--- src/rtl/kr_coef_pkg.sv ---
package kr_coef_pkg;
  localparam int NUM_TAPS = 3;
  localparam int TAP_PRE  = 0;
  localparam int TAP_MAIN = 1;
  localparam int TAP_POST = 2;

  localparam logic [1:0] REQ_HOLD = 2'd0;
  localparam logic [1:0] REQ_INC  = 2'd1;
  localparam logic [1:0] REQ_DEC  = 2'd2;

  localparam logic [1:0] ST_NOTUPD = 2'd0;
  localparam logic [1:0] ST_UPD    = 2'd1;
  localparam logic [1:0] ST_MIN    = 2'd2;
  localparam logic [1:0] ST_MAX    = 2'd3;

  localparam int INIT_BIT   = 6;
  localparam int PRESET_BIT = 7;

  // legality rule constants
  localparam int SUM_CAP    = 48;
  localparam int SUM_MUL    = 4;
  localparam int MARGIN_MUL = 17;
  localparam int MAIN_FLOOR = 26;
  localparam int PRE_CAP    = 8;
  localparam int POST_CAP   = 16;

  typedef struct packed {
    logic                      evalEn;
    logic                      doPreset;
    logic                      doInit;
    logic [NUM_TAPS-1:0][1:0]  stepCode;
  } coefCtl_t;

  function automatic logic settingLegal(int post, int main, int pre);
    int sum;
    sum = post + main + pre;
    settingLegal = 1'b1;
    if (sum > SUM_CAP) settingLegal = 1'b0;
    if (SUM_MUL * sum >= MARGIN_MUL * (main - post - pre)) settingLegal = 1'b0;
    if (pre > post) settingLegal = 1'b0;
    if (pre > PRE_CAP) settingLegal = 1'b0;
    if (main < MAIN_FLOOR) settingLegal = 1'b0;
    if (post > POST_CAP) settingLegal = 1'b0;
  endfunction
endpackage

--- src/rtl/kr_coef_ctl.sv ---
module kr_coef_ctl
  import kr_coef_pkg::*;
#(
  parameter int ReqW = 8,
  parameter int StW  = 2 * NUM_TAPS
) (
  input  logic             clk,
  input  logic             rstN,
  input  logic             reqValid,
  input  logic [ReqW-1:0]  reqWord,
  input  logic             partnerRdy,
  input  logic [NUM_TAPS-1:0] tapOk,
  output coefCtl_t         ctl,
  output logic [StW-1:0]   statusWord
);
  localparam logic [StW-1:0] ALL_UPD = {NUM_TAPS{ST_UPD}};
  localparam logic [StW-1:0] ALL_MAX = {NUM_TAPS{ST_MAX}};

  logic [StW-1:0] statusQ, baseSt, nextSt;
  logic           piReq;

  assign piReq = reqWord[INIT_BIT] | reqWord[PRESET_BIT];

  // Stage 1: hold clearing, preset/initialize gating and step gating
  always_comb begin
    ctl    = '0;
    baseSt = statusQ;
    for (int t = 0; t < NUM_TAPS; t++) begin
      if (!piReq && (reqWord[2*t +: 2] == REQ_HOLD || reqWord[2*t +: 2] == 2'd3))
        baseSt[2*t +: 2] = ST_NOTUPD;
    end
    if (reqValid && !partnerRdy) begin
      ctl.evalEn = 1'b1;
      if (piReq && statusQ == '0) begin
        ctl.doPreset = reqWord[PRESET_BIT];
        ctl.doInit   = reqWord[INIT_BIT];
        baseSt       = reqWord[INIT_BIT] ? ALL_UPD : ALL_MAX;
      end
      for (int t = 0; t < NUM_TAPS; t++) begin
        if ((reqWord[2*t +: 2] == REQ_INC || reqWord[2*t +: 2] == REQ_DEC) &&
            baseSt[2*t +: 2] == ST_NOTUPD)
          ctl.stepCode[t] = reqWord[2*t +: 2];
      end
    end
  end

  // Stage 2: fold in the datapath's verdict per tap
  always_comb begin
    nextSt = statusQ;
    if (reqValid) begin
      if (partnerRdy) begin
        nextSt = '0;
      end else begin
        nextSt = baseSt;
        for (int t = 0; t < NUM_TAPS; t++) begin
          if (ctl.stepCode[t] != REQ_HOLD)
            nextSt[2*t +: 2] = tapOk[t] ? ST_UPD :
                               (ctl.stepCode[t] == REQ_INC ? ST_MAX : ST_MIN);
        end
      end
    end
  end

  always_ff @(posedge clk) begin
    if (!rstN) statusQ <= '0;
    else       statusQ <= nextSt;
  end

  assign statusWord = statusQ;
endmodule

--- src/rtl/kr_coef_path.sv ---
module kr_coef_path
  import kr_coef_pkg::*;
#(
  parameter int PostW      = 5,
  parameter int MainW      = 6,
  parameter int PreW       = 4,
  parameter int PostDef    = 13,
  parameter int MainDef    = 32,
  parameter int PreDef     = 2,
  parameter int PostIncLim = 0,
  parameter int MainIncLim = 48,
  parameter int PreIncLim  = 0,
  parameter int PostDecLim = 16,
  parameter int MainDecLim = 0,
  parameter int PreDecLim  = 8
) (
  input  logic             clk,
  input  logic             rstN,
  input  coefCtl_t         ctl,
  output logic [NUM_TAPS-1:0] tapOk,
  output logic [PostW-1:0] postRatio,
  output logic [MainW-1:0] mainLevel,
  output logic [PreW-1:0]  preRatio,
  output logic             settingsUpdate
);
  logic [PostW-1:0] postQ;
  logic [MainW-1:0] mainQ;
  logic [PreW-1:0]  preQ;
  logic             updQ, load;
  int               pNew, mNew, rNew;

  always_comb begin
    int tp, tm, tr;
    logic atLim;
    pNew  = int'(postQ);
    mNew  = int'(mainQ);
    rNew  = int'(preQ);
    tapOk = '0;
    if (ctl.doInit) begin
      pNew = PostDef; mNew = MainDef; rNew = PreDef;
    end else if (ctl.doPreset) begin
      pNew = PostIncLim; mNew = MainIncLim; rNew = PreIncLim;
    end
    // taps are tried post, then main, then pre; each sees the earlier result
    for (int k = NUM_TAPS - 1; k >= 0; k--) begin
      tp = pNew; tm = mNew; tr = rNew; atLim = 1'b0;
      if (ctl.stepCode[k] != REQ_HOLD) begin
        case (k)
          TAP_POST: begin
            if (ctl.stepCode[k] == REQ_INC) begin
              if (pNew == PostIncLim) atLim = 1'b1; else tp = pNew - 1;
            end else begin
              if (pNew == PostDecLim) atLim = 1'b1; else tp = pNew + 1;
            end
          end
          TAP_MAIN: begin
            if (ctl.stepCode[k] == REQ_INC) begin
              if (mNew == MainIncLim) atLim = 1'b1; else tm = mNew + 1;
            end else begin
              if (mNew == MainDecLim) atLim = 1'b1; else tm = mNew - 1;
            end
          end
          default: begin
            if (ctl.stepCode[k] == REQ_INC) begin
              if (rNew == PreIncLim) atLim = 1'b1; else tr = rNew - 1;
            end else begin
              if (rNew == PreDecLim) atLim = 1'b1; else tr = rNew + 1;
            end
          end
        endcase
        if (!atLim && settingLegal(tp, tm, tr)) begin
          pNew = tp; mNew = tm; rNew = tr;
          tapOk[k] = 1'b1;
        end
      end
    end
  end

  assign load = ctl.evalEn && (ctl.doPreset || ctl.doInit || tapOk != '0);

  always_ff @(posedge clk) begin
    if (!rstN) begin
      postQ <= PostW'(PostDef);
      mainQ <= MainW'(MainDef);
      preQ  <= PreW'(PreDef);
      updQ  <= 1'b0;
    end else begin
      updQ <= load;
      if (load) begin
        postQ <= PostW'(pNew);
        mainQ <= MainW'(mNew);
        preQ  <= PreW'(rNew);
      end
    end
  end

  assign postRatio      = postQ;
  assign mainLevel      = mainQ;
  assign preRatio       = preQ;
  assign settingsUpdate = updQ;
endmodule

--- src/rtl/kr_coef_responder.sv ---
module kr_coef_responder
  import kr_coef_pkg::*;
#(
  parameter int PostW = 5,
  parameter int MainW = 6,
  parameter int PreW  = 4,
  parameter int ReqW  = 8,
  localparam int StW  = 2 * NUM_TAPS
) (
  input  logic             clk,
  input  logic             rstN,
  input  logic             reqValid,
  input  logic [ReqW-1:0]  reqWord,
  input  logic             partnerRdy,
  output logic [StW-1:0]   statusWord,
  output logic [PostW-1:0] postRatio,
  output logic [MainW-1:0] mainLevel,
  output logic [PreW-1:0]  preRatio,
  output logic             settingsUpdate
);
  coefCtl_t            ctl;
  logic [NUM_TAPS-1:0] tapOk;

  kr_coef_ctl #(.ReqW(ReqW), .StW(StW)) uCtl (
    .clk(clk), .rstN(rstN), .reqValid(reqValid), .reqWord(reqWord),
    .partnerRdy(partnerRdy), .tapOk(tapOk), .ctl(ctl), .statusWord(statusWord)
  );

  kr_coef_path #(.PostW(PostW), .MainW(MainW), .PreW(PreW)) uPath (
    .clk(clk), .rstN(rstN), .ctl(ctl), .tapOk(tapOk),
    .postRatio(postRatio), .mainLevel(mainLevel), .preRatio(preRatio),
    .settingsUpdate(settingsUpdate)
  );
endmodule

--- config.mk ---
export PLATFORM = sky130hd
export DESIGN_NAME = kr_coef_responder
export DESIGN_NICKNAME = d
export VERILOG_FILES = /design/src/rtl/kr_coef_pkg.sv /design/src/rtl/kr_coef_ctl.sv /design/src/rtl/kr_coef_path.sv /design/src/rtl/kr_coef_responder.sv
export SDC_FILE = /design/constraint.sdc
export NUM_CORES = 1
export LEC_CHECK = 0
export BUFFER_PORTS_ARGS = -buffer_cell sky130_fd_sc_hd__buf_4
export CAP_MARGIN = 20
export CORE_MARGIN = 2
export CORE_UTILIZATION = 55
export CTS_CLUSTER_SIZE = 20
export DETAILED_ROUTE_END_ITERATION = 8
export HOLD_SLACK_MARGIN = 0.15
export PLACE_DENSITY_LB_ADDON = 0.3
export SLEW_MARGIN = 10
export SYNTH_ARGS = -nofsm -noshare
export SYNTH_HDL_FRONTEND = slang
export SYNTH_SLANG_ARGS = --single-unit
--- constraint.sdc ---
create_clock -name clk -period 34.9 [get_ports clk]
set_input_delay 1.745 -clock clk [delete_from_list [all_inputs] [get_ports clk]]
set_output_delay 1.745 -clock clk [all_outputs]
set_load 0.1 [all_outputs]
==> impl_metrics.ini <==
[status]
status = complete, no violations

[final_layout]
fin_nets = 2505
fin_area_um2 = 16320
drive_gt1_share_pct = 4.949
syn_to_final_growth_pct = 5.009
n_antenna_cell = 0
final_core_util_pct = 58.73

[floorplan]
dieHeight_um = 172.1
ios = 34
row_count = 61
start_util_pct = 55.93
coreArea_um2 = 27780
dieArea_um2 = 29610
die_x_um = 172.1

[cts]
holdBufCountCts = 0
cts-root-buf = clkbuf_16
clk_pin_slew_worst_paths_ns = 0.06
clockBufferDepth = 2
cts_tree = yes
h-tree-depth = 1
clock_latency_ns = 0.25
cts_sinks = 22
cts_buffers = 3
cts_resized = 0
postCtsSetupRepairBufs = 0

[sta]
max_freq_mhz = 32.07
setup_ws_ns = 3.715
maxSlewViolCount = 0
fin_crit_ns = 31.19
fin_tns_setup_ns = 0
skew_ns = 0.002251
finalCritPeriodShare_pct = 89.36
finalHoldViolations = 0
relSlewSlack_pct = 28.72
setup_viol = 0
rsz0062_at_grt = no
worst_pin_slew_ns = 1.060

[detailed_routing]
antenna_left = 0
viasPerCell = 6.194
wl_met3_um = 2400
wl_met1_um = 19140
drt_iter0_markers = 1398
post-route-drc-count = 0
highest_layer = met4
drtPass1Iterations = 6
wl_met2_um = 21160
via_count = 14980
wl_per_cell_um = 18.23
wirelength_um = 44090

[power_and_ir_drop]
p_leak_nw = 8.398
peakVddDrop_uv = 98.90
switching_power_mw = 0.8880
p_seq_share_pct = 2.1
power_density_nw_per_um2 = 97.39
share_comb_of_total_power_pct = 96.2
p_clk_share_pct = 1.7
switching_share_pct = 55.88
internal-power_mw = 0.7010

[placement]
globalplace.congestion = 0.9872
place_hpwl_um = 37740
place_ws_ns = 4.006
io_buffers = 33
dpl_cell_area_um2 = 16230

[critical_path]
slowest_stage = a21oi_1
worstSetupPathType = input pin to register
critPathMaxFanout = 15
crit_path_frequent_cell = ha_1
critPathTopFamily = compound AO/OA/AOI/OAI gates
worst_ep_required_time_ns = 35.08
max_stage_delay_ns = 0.77
critPathLaunchType = input pin
ff2ff_path_depth = 113
cp.depth = 114
path_buf_inv = 8
end_kind = register
arrival_ns = 31.36

[hold_path]
min_path_type = register to register
hold_path_depth = 2

[synthesis]
post_synth_and_or_nand_nor_area_fraction_pct = 17.17
synth_cells = 2002
synth_edf_count = 0
synth_seq_cells = 22
synth-warning-count = 0
synth_mux_area_share_pct = 0.9261
synth_xor_area_share_pct = 8.230
ys.flop_type = dfxtp_1
synthAdderAreaFrac_pct = 38.59
yosysMostFrequentCell = ha_1
synth_area_leaders = ha_1 (33%), fa_1 (6.1%), a21oi_1 (5.6%)
synth_cell_types = 101
synth_area_per_cell_um2 = 7.761
synthTopCellsByCount = ha_1 (404), inv_1 (210), a21oi_1 (174), nor2_1 (121), nand2_1 (117)
synth_compound_area_share_pct = 25.45
synth_top_area_share_pct = 32.53
yosysSeqAreaShare_pct = 2.835
synth_top_family_by_area = adder cells
syn_area_um2 = 15540
synth.largest_area_cell = ha_1
ys_async_sr_fraction_pct = 0

[run]
maxCapViolations = 0

[grt]
track_usage_pct = 29.34
grt_overflow = 0
grt_pass1_vias = 14240
antenna_found_initial = 0
grt_max_degree = 22
grt_pass1_wl_um = 70980
[metal layers]
layer,vias to the layer above,GRT usage [%]
met3,93,2.403
met1,7050,38.40
li1,7310,-
met4,0,9.207
met5,-,0
met2,531,51.13
[worst reg2reg max path, delay by kind of cell (launching register included)]
kind	cells	cell delay, ns
XOR/XNOR	4	0.68
multiplexers	3	1.26
AND/OR/NAND/NOR	27	7.42
flip-flops	1	0.40
AO/OA/AOI/OAI	53	12.74
adder cells (fa/ha/maj)	19	6.68
buffers and inverters	7	0.89
[power groups by stage]
| stage | logic [mW] | registers, mW | clock network [mW] |
|---|---|---|---|
| after floorplan | 1.15 | 0.0483 | 0 |
| after global placement | 1.46 | 0.0334 | 0 |
| after detailed placement | 1.51 | 0.0332 | 0 |
| after CTS | 1.52 | 0.0327 | 0.0266 |
| after global routing | 1.73 | 0.0331 | 0.0274 |
| final | 1.53 | 0.0330 | 0.0266 |
[worst paths after layout]
check,start,end,slack (ns)
hold / removal,uCtl.statusWord[0]$_SDFFE_PN0P_,uCtl.statusWord[0]$_SDFFE_PN0P_,0.57
hold reg to reg,uCtl.statusWord[0]$_SDFFE_PN0P_,uCtl.statusWord[0]$_SDFFE_PN0P_,0.57
setup / recovery,reqValid,uPath.settingsUpdate$_SDFF_PN0_,3.71
setup reg to reg,uCtl.statusWord[2]$_SDFFE_PN0P_,uPath.settingsUpdate$_SDFF_PN0_,4.74
[stage by stage]
stage / power, mW / cells / hold WS, ns
final: 1.589 / 2419 / 0.5703
after global routing: 1.795 / 2419 / 0.6002
after CTS: 1.579 / 2419 / 0.5574
after detailed placement: 1.539 / 2415 / 0.5453
after global placement: 1.491 / 2415 / 0.5613
after floorplan: 1.200 / 2047 / 0.9744
[cells by family (layout without fill, tap and decap cells)]
group                    count (synthesis)  after routing
other                                    2             47
multiplexers                            13             13
buffers and inverters                  263            257
AO/OA/AOI/OAI                          584            584
XOR/XNOR                               146            146
flip-flops                              22             22
adder cells (fa/ha/maj)                451            451
AND/OR/NAND/NOR                        521            521
[cell usage in the layout (no fill, tap or decap), types with 31 or more instances in the layout]
cell type,count
nand3_1,55
inv_1,210
fa_1,47
nor3_1,37
a31oi_1,31
a21oi_1,174
a21o_1,78
o21ai_0,90
xnor2_1,93
buf_4,39
conb_1,47
xor2_1,53
nand4_1,34
ha_1,404
nor2_1,121
o21bai_1,34
nand2_1,117
[registers in the layout (all words and copies together) (netlist names)]
register              cells
uCtl.statusWord           6
uPath.mainLevel           6
uPath.postRatio           5
uPath.preRatio            4
uPath.settingsUpdate      1
[layout make-up]
class                      instances  area (um2)
sequential                        22       440.4
multi-input combinational       1762       14220
tap                              378       473.0
clock buffer                       4       88.84
inverter                         214       803.3
fill                            2689       11470
timing repair buffer              39       292.8
Note: power is estimated with default switching activity, not from simulation.
